`config.mk`:
```
export PLATFORM = sky130hd
export DESIGN_NAME = scanline_irq_unit
export DESIGN_NICKNAME = d
export VERILOG_FILES = /design/src/rtl/scanirq_pkg.sv /design/src/rtl/scanirq_regdec.sv /design/src/rtl/scanirq_qualify.sv /design/src/rtl/scanirq_counter.sv /design/src/rtl/scanirq_flag.sv /design/src/rtl/scanline_irq_unit.sv
export SDC_FILE = /design/constraint.sdc
export NUM_CORES = 1
export LEC_CHECK = 0
export ABC_AREA = 1
export BUFFER_PORTS_ARGS = -buffer_cell sky130_fd_sc_hd__buf_2
export CAP_MARGIN = 10
export CORE_MARGIN = 4
export CORE_UTILIZATION = 43
export DETAILED_ROUTE_END_ITERATION = 16
export PLACE_DENSITY = 0.76
export SYNTH_ARGS = -nofsm -noshare
export SYNTH_HDL_FRONTEND = slang
export SYNTH_SLANG_ARGS = --single-unit
```
`constraint.sdc`:
```
create_clock -name clk -period 1.3 [get_ports clk]
set_clock_uncertainty 0.2 [all_clocks]
set_input_delay 0.13 -clock clk [delete_from_list [all_inputs] [get_ports clk]]
set_output_delay 0.13 -clock clk [all_outputs]
set_load 0.01 [all_outputs]
```
`src/rtl/scanirq_pkg.sv`:
```
package scanirq_pkg;

  // Decoded write strobes, at most one set per cycle
  typedef struct packed {
    logic set_reload;
    logic clear_count;
    logic irq_off;
    logic irq_on;
  } scanirq_wr_t;

  // A line may step the counter when it is visible or the pre-render line
  function automatic logic line_eligible(input int unsigned line,
                                         input int unsigned last_visible,
                                         input int unsigned prerender);
    return (line <= last_visible) || (line == prerender);
  endfunction

  // Either rendering layer on lets the counter step
  function automatic logic render_active(input logic bg, input logic spr);
    return bg | spr;
  endfunction

endpackage

```
`src/rtl/scanirq_regdec.sv`:
```
module scanirq_regdec
  import scanirq_pkg::*;
#(
  parameter int ADDR_W = 16
) (
  input  logic              cpu_we,
  input  logic [ADDR_W-1:0] cpu_addr,
  output scanirq_wr_t       wr
);

  localparam logic [2:0] COUNT_WIN = 3'b110;
  localparam logic [2:0] FLAG_WIN  = 3'b111;

  logic [2:0] win;
  logic       odd;

  assign win = cpu_addr[ADDR_W-1 -: 3];
  assign odd = cpu_addr[0];

  always_comb begin
    wr = '0;
    if (cpu_we) begin
      if (win == COUNT_WIN) begin
        wr.set_reload  = !odd;
        wr.clear_count = odd;
      end else if (win == FLAG_WIN) begin
        wr.irq_off = !odd;
        wr.irq_on  = odd;
      end
    end
  end

endmodule

```
`src/rtl/scanirq_qualify.sv`:
```
module scanirq_qualify
  import scanirq_pkg::*;
#(
  parameter int LINE_W       = 9,
  parameter int DOT_W        = 9,
  parameter int FIRE_DOT     = 260,
  parameter int LAST_VISIBLE = 239,
  parameter int PRERENDER    = 261
) (
  input  logic [LINE_W-1:0] line_num,
  input  logic [DOT_W-1:0]  dot_num,
  input  logic              bg_on,
  input  logic              spr_on,
  output logic              line_tick
);

  localparam logic [DOT_W-1:0] FIRE_DOT_V = DOT_W'(FIRE_DOT);

  logic at_dot;
  logic line_ok;
  logic render_ok;

  assign at_dot    = (dot_num == FIRE_DOT_V);
  assign line_ok   = line_eligible(int'(line_num), LAST_VISIBLE, PRERENDER);
  assign render_ok = render_active(bg_on, spr_on);
  assign line_tick = at_dot && line_ok && render_ok;

endmodule

```
`src/rtl/scanirq_counter.sv`:
```
module scanirq_counter
  import scanirq_pkg::*;
#(
  parameter int DATA_W = 8
) (
  input  logic              clk,
  input  logic              rst_n,
  input  scanirq_wr_t       wr,
  input  logic [DATA_W-1:0] wr_data,
  input  logic              line_tick,
  output logic [DATA_W-1:0] count_q,
  output logic [DATA_W-1:0] reload_q,
  output logic              dec_to_zero
);

  // Counter step: zero reloads, anything else decrements
  function automatic logic [DATA_W-1:0] step(input logic [DATA_W-1:0] cur,
                                             input logic [DATA_W-1:0] rld);
    return (cur == '0) ? rld : cur - 1'b1;
  endfunction

  logic [DATA_W-1:0] count_d;

  always_comb begin
    count_d = count_q;
    if (wr.clear_count)  count_d = '0;
    else if (line_tick)  count_d = step(count_q, reload_q);
  end

  // Event: a nonzero counter steps down to zero this cycle
  assign dec_to_zero = line_tick && !wr.clear_count &&
                       (count_q != '0) && (count_q == DATA_W'(1));

  always_ff @(posedge clk) begin
    if (!rst_n) begin
      count_q  <= '0;
      reload_q <= '0;
    end else begin
      count_q <= count_d;
      if (wr.set_reload) reload_q <= wr_data;
    end
  end

endmodule

```
`src/rtl/scanirq_flag.sv`:
```
module scanirq_flag
  import scanirq_pkg::*;
(
  input  logic        clk,
  input  logic        rst_n,
  input  scanirq_wr_t wr,
  input  logic        dec_to_zero,
  output logic        irq_en,
  output logic        irq_q
);

  logic fire;

  assign fire = dec_to_zero && irq_en;

  always_ff @(posedge clk) begin
    if (!rst_n) begin
      irq_en <= 1'b0;
      irq_q  <= 1'b0;
    end else begin
      if (wr.irq_off) begin
        irq_en <= 1'b0;
        irq_q  <= 1'b0;
      end else begin
        if (wr.irq_on) irq_en <= 1'b1;
        if (fire)      irq_q  <= 1'b1;
      end
    end
  end

endmodule

```
`src/rtl/scanline_irq_unit.sv`:
```
module scanline_irq_unit
  import scanirq_pkg::*;
#(
  parameter int ADDR_W       = 16,
  parameter int DATA_W       = 8,
  parameter int LINE_W       = 9,
  parameter int DOT_W        = 9,
  parameter int FIRE_DOT     = 260,
  parameter int LAST_VISIBLE = 239,
  parameter int PRERENDER    = 261
) (
  input  logic              clk,
  input  logic              rst_n,
  input  logic              cpu_we,
  input  logic [ADDR_W-1:0] cpu_addr,
  input  logic [DATA_W-1:0] cpu_data,
  input  logic [LINE_W-1:0] line_num,
  input  logic [DOT_W-1:0]  dot_num,
  input  logic              bg_on,
  input  logic              spr_on,
  output logic              irq_req
);

  scanirq_wr_t       wr;
  logic              line_tick;
  logic [DATA_W-1:0] count_q;
  logic [DATA_W-1:0] reload_q;
  logic              dec_to_zero;
  logic              irq_en;

  scanirq_regdec #(.ADDR_W(ADDR_W)) u_dec (
    .cpu_we   (cpu_we),
    .cpu_addr (cpu_addr),
    .wr       (wr)
  );

  scanirq_qualify #(
    .LINE_W(LINE_W), .DOT_W(DOT_W), .FIRE_DOT(FIRE_DOT),
    .LAST_VISIBLE(LAST_VISIBLE), .PRERENDER(PRERENDER)
  ) u_qual (
    .line_num  (line_num),
    .dot_num   (dot_num),
    .bg_on     (bg_on),
    .spr_on    (spr_on),
    .line_tick (line_tick)
  );

  scanirq_counter #(.DATA_W(DATA_W)) u_cnt (
    .clk         (clk),
    .rst_n       (rst_n),
    .wr          (wr),
    .wr_data     (cpu_data),
    .line_tick   (line_tick),
    .count_q     (count_q),
    .reload_q    (reload_q),
    .dec_to_zero (dec_to_zero)
  );

  scanirq_flag u_flag (
    .clk         (clk),
    .rst_n       (rst_n),
    .wr          (wr),
    .dec_to_zero (dec_to_zero),
    .irq_en      (irq_en),
    .irq_q       (irq_req)
  );

endmodule

```
Yosys cells after proc, flatten, opt, wreduce, memory -nomap -nowiden. Cells that the tools add are included.

Bits in registers: 18. Bits of input ports: 47. Output and inout bits: 1. Word-level logic and storage cells: 31.

$add $sub $neg: 1. Magnitude comparators: 1. Eq/ne operators: 5. Muxes and demuxes: 5. Bitwise gates (word level): 2. Reductions and logical operators: 13.

Operator list (count): == test 9 bit, second input constant (2); <= comparator 9 x 8 -> 1 bit, second input constant (1); == test 8 x 1 -> 1 bit, second input constant (1); zero test 8 bit (1); two-way mux 8 bit (1); nonzero test 8 bit (1); subtractor 8 x 1 -> 8 bit, second input constant (1); == test 3 bit, second input constant (2); logical AND 1 bit (6); two-way mux 2 bit (3); two-way mux 4 bit (1); OR reduction 2 bit (2); zero test 1 bit (2); logical OR 1 bit (1); NOT 1 bit (1); OR 1 bit (1).

Longest topological paths before layout. Gate-level depths: netlist of run 1.

Word-level depth: 9. Mapped depth: 9. Mapped depth without buffers: 9.

Cells and area by module. From an unflattened synthesis of run 1, not the netlist that was laid out.

Cell total of the unflattened synthesis: 179. Area total of the unflattened synthesis: 1117.3 um2.

Modules (own cells, without submodules): scanirq_counter (instances 1, cells each 132, area an instance 885.8 um2, seq. area each 320.3 um2); scanirq_qualify (instances 1, cells each 28, area an instance 117.6 um2, seq. area each 0.0 um2); scanirq_flag (instances 1, cells each 9, area an instance 73.8 um2, seq. area each 40.0 um2); scanirq_regdec (instances 1, cells each 10, area an instance 40.0 um2, seq. area each 0.0 um2).

Worst setup path before layout of run 1. Ideal clock, no wire load.

Kind: reg-to-reg. From: register u_cnt.count_q[0]. To: register u_flag.irq_q. Setup time: 0.070 ns. Arrival: 1.145 ns. Required time: 1.030 ns. Setup slack: -0.115 ns. Cell stages (with the launch flop): 9. Path buffers: 0. Clock period less this slack: 1.415 ns. Cells stage by stage: dfxtp_1 > inv_1 > ha_1 > inv_1 > and3_1 > nand3_1 > nor2_1 > nand3_1 > a21oi_1.

Cells in the longest elaborated chain, start to end: 4. Elaborated cells between the ends (all ways): 5. Classes of those cells: eq/ne: 1; reduce/logical: 4.

RTL lines: start, declared (line scanirq_counter.sv:11) `output logic [DATA_W-1:0] count_q,`; start signal, assigned (line scanirq_counter.sv:39) `count_q <= count_d;`; nonzero test 8 bit (line scanirq_counter.sv:32) `(count_q != '0) && (count_q == DATA_W'(1));`; logical AND 1 bit (line scanirq_counter.sv:31) `assign dec_to_zero = line_tick && !wr.clear_count &&`; logical AND 1 bit (*) (line scanirq_counter.sv:32); logical AND 1 bit (*) (line scanirq_flag.sv:14) `assign fire = dec_to_zero && irq_en;`; end signal, assigned (line scanirq_flag.sv:19) `irq_q <= 1'b0;`; end signal, assigned (line scanirq_flag.sv:23) `irq_q <= 1'b0;`; end signal, assigned (line scanirq_flag.sv:26) `if (fire) irq_q <= 1'b1;`; end, declared (line scanirq_flag.sv:9) `output logic irq_q`.

Mark *: on every way between the ends. The rest lies on a longest branch, timed or not. A chain may end at the register's enable or synchronous reset.

Worst setup path after layout of run 1.
From: register u_cnt.count_q[0]. To: register u_cnt.count_q[1].

Cells in the longest elaborated chain, start to end: 2. Elaborated cells between the ends (all ways): 3. Classes of those cells: add/sub: 1; mux: 1; reduce/logical: 1.

RTL lines: subtractor 8 x 1 -> 8 bit or zero test 8 bit (tied branches) (line scanirq_counter.sv:19) `return (cur == '0) ? rld : cur - 1'b1;`; two-way mux 8 bit (*) (line scanirq_counter.sv:19).

Marked as above.

==> results of run 1 <==
[critical path, delay by kind of cell, from the launching register on]
kind | cells | cell delay [ps]
AO/OA/AOI/OAI | 1 | 50
flip-flops | 1 | 380
adder cells (fa/ha/maj) | 1 | 160
buffers and inverters | 2 | 160
AND/OR/NAND/NOR | 4 | 340
[cell usage after synthesis, types with 3 or more instances]
cell type / instances / area share, %
nor2_1: 37 / 12
nand2_1: 29 / 9.4
inv_1: 20 / 6.5
dfxtp_1: 18 / 31
o21ai_0: 17 / 7.4
nand3_1: 16 / 6.9
a21oi_1: 9 / 3.9
inv_2: 8 / 2.6
nor2_2: 4 / 2.2
nor2_4: 4 / 3.9
ha_1: 3 / 3.3
nand3b_1: 3 / 2.0
o21ai_1: 3 / 1.3
[per-stage QoR]
stage / cells / setup slack [ps] / total power, W / setup TNS [ps] / instance area [sq um]
3_5_place_dp: 260 / -96.8 / 0.000698 / -655 / 1500
6_report: 277 / -92.8 / 0.000995 / -732 / 1710
5_1_grt: 277 / -185 / 0.00105 / -1570 / 1710
4_1_cts: 277 / -90.0 / 0.00100 / -751 / 1690
2_1_floorplan: 182 / 4.30 / 0.000625 / 0 / 1190
3_3_place_gp: 260 / -72.5 / 0.000696 / -489 / 1500
[power groups by stage]
stage,clock network (W),registers [W],logic [W]
6_report,0.000285,0.000558,0.000153
5_1_grt,0.000317,0.000559,0.000172
4_1_cts,0.000295,0.000557,0.000150
3_5_place_dp,0,0.000570,0.000128
3_3_place_gp,0,0.000570,0.000126
2_1_floorplan,0,0.000570,0.0000550
[sequential cells by signal (all words and copies together) (netlist names)]
register        count
u_cnt.count_q       8
u_cnt.reload_q      8
u_flag.irq_en       1
u_flag.irq_q        1
[cell type report]
cell class / instances / area (sq um)
fill: 241 / 811
multi-input combinational: 134 / 754
timing repair buffer: 61 / 397
sequential: 18 / 369
inverter: 29 / 119
tap: 30 / 37.5
clock buffer: 4 / 26.3
timing repair inverter: 1 / 8.76
[final timing paths]
| check | from | to | slack (ps) | cells after the start |
|---|---|---|---|---|
| worst max-delay path | u_cnt.count_q[0] | u_cnt.count_q[1] | -90 | 8 |
| worst min-delay path | rst_n | u_cnt.count_q[3] | 30 | 5 |
| worst max register to register | u_cnt.count_q[0] | u_cnt.count_q[1] | -90 | 8 |
| worst min register to register | u_flag.irq_q | u_flag.irq_q | 250 | 2 |
[timing repair]
action,in CTS,in global routing
setup endpoints to repair,9,9
cloned,1,0
setup buffers,3,0
gates resized for setup,20,8
hold buffers,9,0
hold endpoints to repair,9,0
pin swaps,12,1
[layer usage]
layer,GRT usage (%),part of all wire (%)
met5,0,0
met4,6.33,1.6
met3,3.02,6.7
met2,31.6,48
met1,19.1,43
[logic make-up (layout without fill, tap and decap cells)]
| group | after synthesis | count (layout) | synth area share, % |
|---|---|---|---|
| AOI/OAI and AO/OA | 29 | 29 | 12.6 |
| DFF | 18 | 18 | 31.2 |
| adders and majority gates | 3 | 3 | 3.25 |
| and+or+nand+nor | 101 | 101 | 41.9 |
| buffers and inverters | 30 | 95 | 10.3 |
| xor gates and xnor gates | 1 | 1 | 0.759 |
==> impl_metrics.ini, run 1 <==
[status]
status = finished with violations
violations = setup timing

[yosys]
synth-edff-count = 0
synth_area_sq_mm = 0.00115
syn_nets = 232
yosysWarnings = 0
async_flop_share_pct = 0
synth_area_per_cell_sq_um = 6.35
synth_seq_cells = 18
synth.distinct_cells = 23
synthFlopType = dfxtp_1
synthCells = 182
yosysSeqAreaShare_pct = 31.2

[clock_network]
clk_path_buf_depth = 2
cts_made_buffers = 3
clock_latency_ps = 300
cts_tree = done
htreeDepth = 1
clkSlewWorstSetupHoldPaths_ps = 100
clockRootBuffer = clkbuf_4
clock-sinks = 18

[setup_path]
required_ps = 1300
worstSetupPathType = register to register
path_common_cell = nor2_1
worstPathArrival_ps = 1390
path_cells = inv_4 -> ha_4 -> nand3_4 -> clkinv_4 -> nand2_2 -> o21ai_2 -> nor2_1 -> nor2_1
start_kind = register
crit_fanout = 8
cp-end-kind = register
slowest_stage = dfxtp_4
cpPeakStageDelay_ps = 380

[layout]
final_core_util_pct = 67.9
fin_nets = 298
final_cell_mix = nor2_1 (35), buf_2 (35), nand2_1 (23)
n_antenna_cell = 0
drive_above_1_share_pct = 41.7
area_growth_pct = 48.2

[routing]
drcViolationCount = 0
drtIter0Drc = 27
vias_per_cell = 4.69
routed_wl_mm = 2.84
firstDrtPassIters = 4
num_vias = 1299
drtAntennaViolNets = 0
avgRoutedWirePerCell_um = 10.2

[place]
dp_hpwl_mm = 1.99
io_buffers = 35
routabilityCongestion = 0.849

[die]
die_h_um = 59.8
start_util_pct = 45.8
die_area_sq_mm = 0.00358
chipWidth_um = 59.8
coreArea_sq_mm = 0.00252
fp-row-count = 18
ioPinCount = 48

[job]
max-cap-violations = 0

[power]
p_leak_nw = 0.870
p_sw_share_pct = 23.8
combPwrFrac_pct = 15.3
power_density_mw_per_mm2 = 581
irDropWorstVdd_uv = 674
internal-power_w = 0.000759
p_seq_share_pct = 56.0
p_switching_w = 0.000237
clockPowerShare_pct = 28.6

[timing]
worst_slack_ps = -92.8
finalSetupViolations = 9
hold_viol = 0
worst_pin_slew_ps = 343
period_share_pct = 107
rsz0062_at_grt = true
min_period_ps = 1390
fmax_mhz = 718
slew_viol_final = 0
hold_ws_ps = 27.9
maxSlewHeadroom_pct = 77.1

[grt]
gr-total-overflow = 0
grt_use_total_pct = 17.1
antenna_found_initial = 0
grt_max_degree = 12
grt_pass1_vias = 1202
grt_pass1_wl_mm = 4.76

[hold_path]
hold_class = input pin to register
No activity file was read; power rests on OpenSTA's default activity.
==> inputs of run 2 (changes only) <==
--- a/config.mk
+++ b/config.mk
@@ -8,7 +8,7 @@
 export ABC_AREA = 1
 export BUFFER_PORTS_ARGS = -buffer_cell sky130_fd_sc_hd__buf_2
 export CAP_MARGIN = 10
-export CORE_MARGIN = 4
+export CORE_MARGIN = 2
 export CORE_UTILIZATION = 43
 export DETAILED_ROUTE_END_ITERATION = 16
 export PLACE_DENSITY = 0.76
==> run 2 against run 1 <==
Effect of this change:
- the run still ends with setup timing left
- cell count fell by 1.1%
- die area fell by 13%
- final area fell by 1.8%
- critical path depth fell by 1
- sequential power barely moved
- power rose by 6.7%
- maximum frequency fell by 2.5%
- largest cell class unchanged
- sequential cell count did not move
- register-to-register slack got worse by 40 ps
- critical endpoint is now u_cnt.count_q[5]
- critical path type unchanged
==> impl_metrics.ini, run 2 (synthesis results as in run 1) <==
[die]
fp-row-count = 18
ioPinCount = 48
coreArea_sq_mm = 0.00252
start_util_pct = 45.8
die_h_um = 55.8
die_area_sq_mm = 0.00312
chipWidth_um = 55.8

[timing]
worst_slack_ps = -129
worst_pin_slew_ps = 320
fmax_mhz = 700
maxSlewHeadroom_pct = 78.6
finalSetupViolations = 9
hold_ws_ps = 23.2
slew_viol_final = 0
period_share_pct = 110
hold_viol = 0
min_period_ps = 1430
rsz0062_at_grt = true

[setup_path]
required_ps = 1340
crit_fanout = 8
worstPathArrival_ps = 1470
cp-end-kind = register
worstSetupPathType = register to register
r2r_setup_slack_ps = -130
start_kind = register

[place]
dp_hpwl_mm = 1.95
pre_cts_slack_ps = -97.6
routabilityCongestion = 0.842
io_buffers = 35

[power]
irDropWorstVdd_uv = 710
p_leak_nw = 0.849
power_density_mw_per_mm2 = 632

[routing]
routed_wl_mm = 2.73
drcViolationCount = 0
drtIter0Drc = 20
vias_per_cell = 4.80
drtAntennaViolNets = 0
firstDrtPassIters = 4
avgRoutedWirePerCell_um = 9.95
num_vias = 1314

[grt]
gr-total-overflow = 0
grt_use_total_pct = 19.2
antenna_found_initial = 0
grt_max_degree = 12
grt_pass1_wl_mm = 4.97
grt_pass1_vias = 1267

[clock_network]
clkSlewWorstSetupHoldPaths_ps = 110
clk_path_buf_depth = 2
cts_made_buffers = 3
htreeDepth = 1
cts_tree = done
clock_latency_ps = 300
clock-sinks = 18
clockRootBuffer = clkbuf_4

[status]
status = finished with violations
violations = setup timing

[hold_path]
hold_class = input pin to register

[layout]
n_antenna_cell = 0
drive_above_1_share_pct = 40.6
fin_nets = 295
final_core_util_pct = 66.6
area_growth_pct = 45.5
final_cell_mix = nor2_1 (35), buf_2 (35), nand2_1 (21)
fillerInstances = 222
top_regs = u_cnt.count_q: 8 flops, u_cnt.reload_q: 8 flops

[job]
max-cap-violations = 0
==> run 2: cell types whose count changed in the layout (fill, tap and decap cells not counted), sizes merged <==
cell  delta
buf      -3
==> run 2: metrics by stage <==
step / cells / instance area [sq um] / TNS [ps] / power (W)
after floorplan: 182 / 1190 / 0 / 0.000625
after global placement: 259 / 1490 / -475 / 0.000695
after detailed placement: 259 / 1490 / -662 / 0.000698
after CTS: 274 / 1660 / -680 / 0.00107
after global routing: 274 / 1680 / -1740 / 0.00111
final: 274 / 1680 / -947 / 0.00106
==> run 2: path summary, 6_finish.rpt <==
path | from | to | depth (start not counted)
setup / recovery | u_cnt.count_q[0] | u_cnt.count_q[5] | 7
hold / removal | cpu_addr[0] | u_flag.irq_en | 5
setup reg to reg | u_cnt.count_q[0] | u_cnt.count_q[5] | 7
hold reg to reg | u_flag.irq_q | u_flag.irq_q | 2
==> run 2: area by class of cell <==
type / instances / area (sq um) / area share, %
Inverter: 29 / 119 / 7.07
Timing Repair inverter: 1 / 8.76 / 0.521
Timing Repair Buffer: 58 / 370 / 22.0
Clock buffer: 4 / 36.3 / 2.16
Tap cell: 30 / 37.5 / 2.23
Sequential cell: 18 / 370 / 22.0
Multi-Input combinational cell: 134 / 738 / 43.9
==> run 2: worst max-delay path: stages, from the launching register on <==
cell	delay (ps)
dfxtp_4	390
inv_4	50
ha_4	160
nand3_4	160
clkinv_4	100
nand2_2	70
nand3_2	80
a21oi_2	140
==> run 2: metal layers <==
| metal | up-vias | part of all wire, % | global-route usage (%) |
|---|---|---|---|
| met5 | - | 0 | 0 |
| met4 | 0 | 1.5 | 6.12 |
| met3 | 5 | 4.2 | 2.56 |
| met2 | 29 | 50 | 36.9 |
| met1 | 576 | 44 | 21.6 |
| li1 | 704 | - | - |
==> run 2: power by group <==
| part | internal, W | total (W) | switching [W] |
|---|---|---|---|
| logic | 0.0000841 | 0.000152 | 0.0000676 |
| clock network | 0.000171 | 0.000353 | 0.000182 |
| registers | 0.000555 | 0.000558 | 0.00000276 |
| total | 0.000810 | 0.00106 | 0.000252 |
==> run 2: timing repair <==
item,4_1_cts,5_1_grt
endpoints found under the hold margin,9,0
buffers inserted,1,0
pin swaps,7,4
hold buffers,9,0
gates cloned,1,0
gates resized for setup,19,6
endpoints found under the setup margin,9,9
==> inputs of run 3 (changes only) <==
--- a/config.mk
+++ b/config.mk
@@ -12,6 +12,7 @@
 export CORE_UTILIZATION = 43
 export DETAILED_ROUTE_END_ITERATION = 16
 export PLACE_DENSITY = 0.76
+export REMOVE_ABC_BUFFERS = 1
 export SYNTH_ARGS = -nofsm -noshare
 export SYNTH_HDL_FRONTEND = slang
 export SYNTH_SLANG_ARGS = --single-unit
==> run 3 against run 2 <==
Effect of this change:
- the flow still finishes with violations (setup timing)
- sequential share of layout area decreased by 0.58 points
- non-clock buffer count up 2
- final area rose by 1.6%
- clock-buffer cell count unchanged
- clock power up 2%
- maximum frequency is 1.0% higher
- routed wire length is 2.5% higher
- sequential cell count did not move
- critical path type unchanged
- critical endpoint is now u_cnt.count_q[0]
- largest cell class unchanged
- largest power group unchanged
==> impl_metrics.ini, run 3 (synthesis results as in run 1) <==
[status]
status = finished with violations
violations = setup timing

[setup_path]
worstPathArrival_ps = 1410
worstSetupPathType = register to register
start_kind = register
path_common_cell = nor2_1
path_cells = inv_2 -> nand2_2 -> nor2_4 -> nand3_4 -> inv_4 -> o21ai_1 -> nor2_1 -> nor2_1
path_depth = 8
crit_family = simple AND/OR/NAND/NOR gates
slowest_stage = dfxtp_2
cpPeakStageDelay_ps = 340
timing.critical_path.buf_inv = 2
r2r_cells = 8
required_ps = 1300
crit_fanout = 8
cp-end-kind = register

[power]
irDropWorstVdd_uv = 708
combPwrFrac_pct = 14.1
p_leak_nw = 0.857
clockPowerShare_pct = 33.7
p_seq_share_pct = 52.3
internal-power_w = 0.000812
p_sw_share_pct = 24.2
power_density_mw_per_mm2 = 627
p_switching_w = 0.000259
totalPowerFinal_w = 0.00107

[timing]
worst_pin_slew_ps = 330
period_share_pct = 109
finalSetupViolations = 9
rsz0062_at_grt = true
fmax_mhz = 707
slew_viol_final = 0
hold_viol = 0
maxSlewHeadroom_pct = 77.9
min_period_ps = 1410
worst_slack_ps = -114

[layout]
top_regs = u_cnt.count_q: 8 flops, u_cnt.reload_q: 8 flops
n_antenna_cell = 0
area_growth_pct = 47.9
final_cell_mix = nor2_1 (35), buf_2 (35), nand2_1 (25)
fin_nets = 297
drive_above_1_share_pct = 41.1
fillerInstances = 224
fin_area_sq_mm = 0.00171

[routing]
routed_wl_mm = 2.79
firstDrtPassIters = 4
drtAntennaViolNets = 0
vias_per_cell = 4.79
avgRoutedWirePerCell_um = 10.1
drtIter0Drc = 36
drcViolationCount = 0
num_vias = 1322

[hold_path]
whs_path_depth = 5
hold_class = input pin to register

[die]
ioPinCount = 48
coreArea_sq_mm = 0.00252
die_area_sq_mm = 0.00312
fp-row-count = 18
chipWidth_um = 55.8
start_util_pct = 45.8
die_h_um = 55.8

[grt]
grt_use_total_pct = 18.4
grt_pass1_vias = 1210
grt_pass1_wl_mm = 4.73
gr-total-overflow = 0
antenna_found_initial = 0
grt_max_degree = 12

[clock_network]
clock_latency_ps = 310
clkSlewWorstSetupHoldPaths_ps = 110
cts_made_buffers = 3
clk_path_buf_depth = 2
clockRootBuffer = clkbuf_4
clock-sinks = 18
htreeDepth = 1
cts_tree = done

[place]
dpl_cell_area_sq_mm = 0.00148
routabilityCongestion = 0.910
pre_cts_slack_ps = -149
io_buffers = 35
dp_hpwl_mm = 2.00

[job]
max-cap-violations = 0
[run 3: cell count changes in the layout (fill, tap and decap cells not counted), moves of 2 or more]
cell and change:
o21ai_1 -2, nand2_1 +4, nand3_1 -3, nand3_2 +3, nand2_2 -5
[run 3: cell type report]
class,count,area [sq um],area share (%)
multi-input cells,134,756,44.2
repair buffers,60,389,22.8
flip-flops and latches,18,367,21.5
inverters,29,116,6.81
well taps,30,37.5,2.20
clock buffers,4,36.3,2.12
repair inverters,1,6.26,0.366
[run 3: worst reg2reg max path, cell delays in order, from the launching register on]
cell     delay, ps
dfxtp_2        340
inv_2           50
nand2_2         60
nor2_4         130
nand3_4        170
inv_4          130
o21ai_1         60
nor2_1         110
nor2_1          50
[run 3: metal layers]
layer / GRT usage, % / routed length [um] / up-vias
met3: 1.86 / 185 / 5
met5: 0 / 0 / -
li1: - / - / 703
met4: 7.48 / 42 / 0
met1: 22.2 / 1250 / 574
met2: 33.0 / 1320 / 40
[run 3: worst paths after layout]
| kind | end | slack [ps] | startpoint |
|---|---|---|---|
| max reg2reg | u_cnt.count_q[0] | -110 | u_cnt.count_q[7] |
| min | u_flag.irq_en | 10 | cpu_addr[0] |
| max | u_cnt.count_q[0] | -110 | u_cnt.count_q[7] |
| min reg2reg | u_flag.irq_q | 250 | u_flag.irq_q |
[run 3: power by group through the flow]
stage	combinational [W]	clock (W)	sequential, W
floorplan	0.0000545	0	0.000572
CTS	0.000149	0.000362	0.000560
detailed placement	0.000127	0	0.000572
finish	0.000151	0.000361	0.000560
global route	0.000171	0.000379	0.000561
global placement	0.000125	0	0.000572
[run 3: stage by stage]
step | cells | setup TNS [ps] | utilization, % | hold slack [ps]
final | 276 | -730 | 67.7 | 13.3
after detailed placement | 261 | -1200 | 58.5 | 158
after CTS | 274 | -601 | 65.6 | 10.9
after floorplan | 181 | -812 | - | 64.9
after global routing | 276 | -1570 | 67.7 | 46.8
after global placement | 261 | -1020 | 58.5 | 149
[run 3: what timing repair did]
item,CTS,global route
hold buffers,9,0
endpoints found under the hold margin,9,0
endpoints found under the setup margin,9,9
resized for setup,18,15
setup buffers,0,1
gates cloned,0,1
pin swaps,0,9
